File: src/rtl/cbr_pkg.sv
package cbr_pkg;
  localparam int unsigned ST_BUSY  = 6;
  localparam int unsigned ST_PTR   = 2;
  localparam int unsigned ST_LATCH = 1;
  localparam int unsigned ST_READY = 0;

  typedef enum logic {
    SEL_STATUS = 1'b0,
    SEL_DATA   = 1'b1
  } sel_e;
endpackage

File: src/rtl/cbr_access.sv
module cbr_access (
  input  logic clk,
  input  logic rst_n,
  input  logic cs_n,
  input  logic rd_n,
  input  logic data_sel,
  output logic active,
  output logic acc_begin,
  output logic acc_end,
  output logic mode_now,
  output logic mode_held
);
  import cbr_pkg::*;

  logic act_q;
  logic sel_q;

  assign active    = ~cs_n & ~rd_n;
  assign acc_begin = active & ~act_q;
  assign acc_end   = ~active & act_q;
  assign mode_now  = acc_begin ? data_sel : sel_q;
  assign mode_held = sel_q;

  always_ff @(posedge clk or negedge rst_n) begin
    if (!rst_n) begin
      act_q <= 1'b0;
      sel_q <= SEL_DATA;
    end else begin
      act_q <= active;
      if (acc_begin) sel_q <= data_sel;
    end
  end
endmodule

File: src/rtl/cbr_flags.sv
module cbr_flags (
  input  logic clk,
  input  logic rst_n,
  input  logic conv_start,
  input  logic conv_end,
  input  logic acc_end,
  input  logic mode_held,
  output logic ptr,
  output logic latched,
  output logic ready
);
  import cbr_pkg::*;

  logic data_done;
  assign data_done = acc_end & (mode_held == SEL_DATA);

  always_ff @(posedge clk or negedge rst_n) begin
    if (!rst_n) begin
      ptr     <= 1'b0;
      latched <= 1'b0;
      ready   <= 1'b0;
    end else begin
      if (conv_end)       ptr <= 1'b0;
      else if (data_done) ptr <= ~ptr;

      if (conv_start)    latched <= 1'b0;
      else if (conv_end) latched <= 1'b1;

      if (conv_start)    ready <= 1'b0;
      else if (conv_end) ready <= 1'b1;
      else if (acc_end)  ready <= 1'b0;
    end
  end
endmodule

File: src/rtl/cbr_outmux.sv
module cbr_outmux #(
  parameter int unsigned RES_W = 13,
  parameter int unsigned BUS_W = 8
) (
  input  logic [RES_W-1:0] result,
  input  logic             ptr,
  input  logic             mode,
  input  logic             busy,
  input  logic             latched,
  input  logic             ready,
  output logic [BUS_W-1:0] byte_q
);
  import cbr_pkg::*;

  localparam int unsigned HI_W  = RES_W - BUS_W;
  localparam int unsigned EXT_W = BUS_W - HI_W;

  logic [BUS_W-1:0] hi_byte;
  logic [BUS_W-1:0] lo_byte;
  logic [BUS_W-1:0] st_byte;

  assign hi_byte[HI_W-1:0] = result[RES_W-1:BUS_W];

  genvar g;
  generate
    for (g = 0; g < EXT_W; g++) begin : g_ext
      assign hi_byte[HI_W+g] = result[RES_W-1];
    end
  endgenerate

  assign lo_byte = result[BUS_W-1:0];

  always_comb begin
    st_byte           = '0;
    st_byte[ST_BUSY]  = busy;
    st_byte[ST_PTR]   = ptr;
    st_byte[ST_LATCH] = latched;
    st_byte[ST_READY] = ready;
  end

  always_comb begin
    if (mode == SEL_STATUS) byte_q = st_byte;
    else if (ptr)           byte_q = lo_byte;
    else                    byte_q = hi_byte;
  end
endmodule

File: src/rtl/conv_byte_reader.sv
module conv_byte_reader #(
  parameter int unsigned RES_W = 13,
  parameter int unsigned BUS_W = 8
) (
  input  logic             clk,
  input  logic             rst_n,
  input  logic             cs_n,
  input  logic             rd_n,
  input  logic             data_sel,
  input  logic [RES_W-1:0] result,
  input  logic             conv_busy,
  input  logic             conv_start,
  input  logic             conv_end,
  output logic [BUS_W-1:0] bus_q,
  output logic             bus_oe
);
  logic active, acc_begin, acc_end, mode_now, mode_held;
  logic ptr, latched, ready;

  cbr_access u_access (
    .clk       (clk),
    .rst_n     (rst_n),
    .cs_n      (cs_n),
    .rd_n      (rd_n),
    .data_sel  (data_sel),
    .active    (active),
    .acc_begin (acc_begin),
    .acc_end   (acc_end),
    .mode_now  (mode_now),
    .mode_held (mode_held)
  );

  cbr_flags u_flags (
    .clk        (clk),
    .rst_n      (rst_n),
    .conv_start (conv_start),
    .conv_end   (conv_end),
    .acc_end    (acc_end),
    .mode_held  (mode_held),
    .ptr        (ptr),
    .latched    (latched),
    .ready      (ready)
  );

  cbr_outmux #(.RES_W(RES_W), .BUS_W(BUS_W)) u_outmux (
    .result  (result),
    .ptr     (ptr),
    .mode    (mode_now),
    .busy    (conv_busy),
    .latched (latched),
    .ready   (ready),
    .byte_q  (bus_q)
  );

  assign bus_oe = active;
endmodule

File: config.mk
export PLATFORM = sky130hd
export DESIGN_NAME = conv_byte_reader
export DESIGN_NICKNAME = d
export VERILOG_FILES = /design/src/rtl/cbr_pkg.sv /design/src/rtl/cbr_access.sv /design/src/rtl/cbr_flags.sv /design/src/rtl/cbr_outmux.sv /design/src/rtl/conv_byte_reader.sv
export SDC_FILE = /design/constraint.sdc
export NUM_CORES = 1
export LEC_CHECK = 0
export ABC_AREA = 1
export BUFFER_PORTS_ARGS = -buffer_cell sky130_fd_sc_hd__buf_2
export CAP_MARGIN = 0
export CORE_AREA = 2 2 39 41
export DETAILED_ROUTE_END_ITERATION = 7
export DIE_AREA = 0 0 41 43
export SKIP_LAST_GASP = 1
export SYNTH_ARGS = -nofsm -noshare
export SYNTH_HDL_FRONTEND = slang
export SYNTH_HIERARCHICAL = 1
export SYNTH_SLANG_ARGS = --single-unit
export TNS_END_PERCENT = 30
File: constraint.sdc
create_clock -name clk -period 1.27 [get_ports clk]
set_input_delay 0 -clock clk [delete_from_list [all_inputs] [get_ports clk]]
set_output_delay 0 -clock clk [all_outputs]
set_load 0.03 [all_outputs]
==> results.yml <==
outcome:
  run_status: "finished with violations"
  violations: "negative setup slack"
floorplan:
  rows: 14
  initial_core_util_pct: 25.5
  io_pins: 30
  dieArea_um2: 1760
  chipHeight_um: 43
  design.core.area_um2: 1380
  die_x_um: 41
detailed_routing:
  ant_nets: 0
  drtIter0Drc: 2
  routedWlPerCell_um: 8.40
  viasPerCell: 4.10
  drc: 0
  vias: 459
  drt-total-wl_um: 941
  dr.pass1.iters: 3
setup_path:
  slowest_delay_ps: 530
  endpoint_kind: "primary output"
  crit_slowest_cell: "dfstp_2"
  crit_arrival_ps: 1320
  critical_path.top_delay_family: "flip-flops"
  cp_cell_sequence: "nand2_2, nand2_4, buf_4, nand3_1, nand2_1, buf_6"
  crit_buf_inv: 2
  worstPathMaxFanout: 5
  cp-start-kind: "flop"
  required_ps: 1270
  rrSetupSlack_ps: 380
  crit_type: "flop to primary output"
timing:
  holdWs_ps: 11.6
  maxSlewViolCount: 0
  min_period_ps: 1320
  fmax_mhz: 756
  layout_setup_ws_ps: -53.6
  rsz0062_at_grt: "yes"
  slew_headroom_pct: 77.0
  setup_viol_count_final: 8
  worst_pin_slew_ps: 346
  tns_ps: -323
  hold_viol_final: 0
  fin_crit_sh_pct: 104
  clock_skew_ps: 0.394
power_and_ir_drop:
  power_switching_mw: 0.283
  power_density_nw_per_um2: 1100
  pwr-share-clk_pct: 25.4
  p_int_mw: 0.445
  p_sw_share_pct: 38.9
  seq_power_share_pct: 27.3
  cellLeakagePower_nw: 0.383
  ir_drop_v: 0.000474
  p_total_mw: 0.727
  p_comb_share_pct: 47.4
synth:
  synth_cells: 59
  yosys_warnings: 6
  syn_nets: 80
  syn_area_per_cell_um2: 5.98
  netlist_area_um2: 353
cts:
  htree_levels: 1
  root_buffer: "clkbuf_4"
  post-cts-setup-buffers: 0
  clk_latency_ps: 240
  tritoncts: "yes"
  numCtsBuffers: 3
  cts.sinks: 5
  clkTransAtPathRegs_ps: 40
  cts_max_path_buffers: 2
placement:
  dpl.hpwl_um: 750
  port_buffers: 29
  globalplace.congestion: 0.750
  place_area_um2: 526
global_route:
  grt_usage_pct: 12.1
  grt_first_pass_wirelength_mm: 1.46
  grt_pass1_vias: 416
  antenna_found_initial: 0
  grt_max_degree: 10
  gr-total-overflow: 0
finish:
  syn_to_final_growth_pct: 86.9
  final_area_um2: 659
  drive_above_1_share_pct: 50.0
  fin_nets: 118
  antennaDiodeCount: 0
worst_hold_path:
  hold_class: "input port to flop"
flow_run:
  cap_violations: 0
power by group through the flow:
stage / clock network, mW / logic, mW / registers, mW
final: 0.185 / 0.344 / 0.198
after CTS: 0.195 / 0.325 / 0.198
after global placement: 0 / 0.270 / 0.197
after detailed placement: 0 / 0.272 / 0.197
after global routing: 0.204 / 0.376 / 0.201
after floorplan: 0 / 0.178 / 0.193
metrics by stage:
stage / setup WS (ps) / utilization [%] / instances
after floorplan: 112 / - / 59
after global placement: 96.4 / 38.0 / 105
after detailed placement: 75.4 / 38.0 / 105
after CTS: -78.5 / 45.6 / 112
after global routing: -131 / 47.6 / 112
final: -53.6 / 47.6 / 112
worst register-to-register path, delay by kind of cell (launching register included):
kind / cells / cell delay [ps]
and+or+nand+nor: 5 / 320
buffers and inverters: 1 / 90
DFF: 1 / 370
cell usage in the layout (no fill, tap or decap):
cell type,n
nand3_4,1
nand2_4,1
nand3_1,5
nand2_2,3
inv_4,2
nand3_2,1
a21oi_1,1
inv_1,4
buf_6,6
buf_2,21
dlygate4sd3_1,3
buf_4,3
nand2_1,25
nor2_2,1
o21ai_1,1
dfstp_2,1
clkbuf_1,1
nor2_1,4
inv_2,4
nor2_4,1
dfrtp_1,4
clkbuf_4,3
sequential cells by signal (all words and copies together) (netlist names):
name and count:
u_flags/ptr 1, u_flags/ready 1, u_flags/latched 1, u_access/act_q 1
u_access/mode_held 1
layer usage:
metal | global-route usage, % | vias to the layer above | wire, um
li1 | - | 251 | -
met1 | 13.5 | 193 | 403
met2 | 20.0 | 15 | 465
met3 | 1.57 | 0 | 72
met4 | 8.00 | 0 | 0
met5 | 0 | - | 0
timing repair:
item,in CTS,in global routing
endpoints found under the setup margin,8,8
hold buffers,3,0
gates resized for setup,17,9
pin swaps,7,3
endpoints found under the hold margin,8,0
worst paths after layout:
path	cells after the start	to	start
setup / recovery	6	bus_q[1]	u_access/mode_held$_DFF_PN1_
hold / removal	3	u_flags/latched$_DFFE_PN0P_	conv_end
setup reg to reg	6	u_flags/ptr$_DFFE_PN0P_	u_access/act_q$_DFF_PN0_
hold reg to reg	2	u_flags/latched$_DFFE_PN0P_	u_flags/latched$_DFFE_PN0P_
max in group asynchronous	2	u_access/mode_held$_DFF_PN1_	rst_n
min in group asynchronous	2	u_flags/latched$_DFFE_PN0P_	rst_n
area by class of cell:
type	count	area [um^2]
Timing Repair Buffer	33	225
Multi-Input combinational cell	44	219
Sequential cell	5	126
Fill cell	160	724
Tap cell	16	20.0
Clock buffer	4	26.3
Inverter	10	42.5
(Power assumes the default switching activity.)
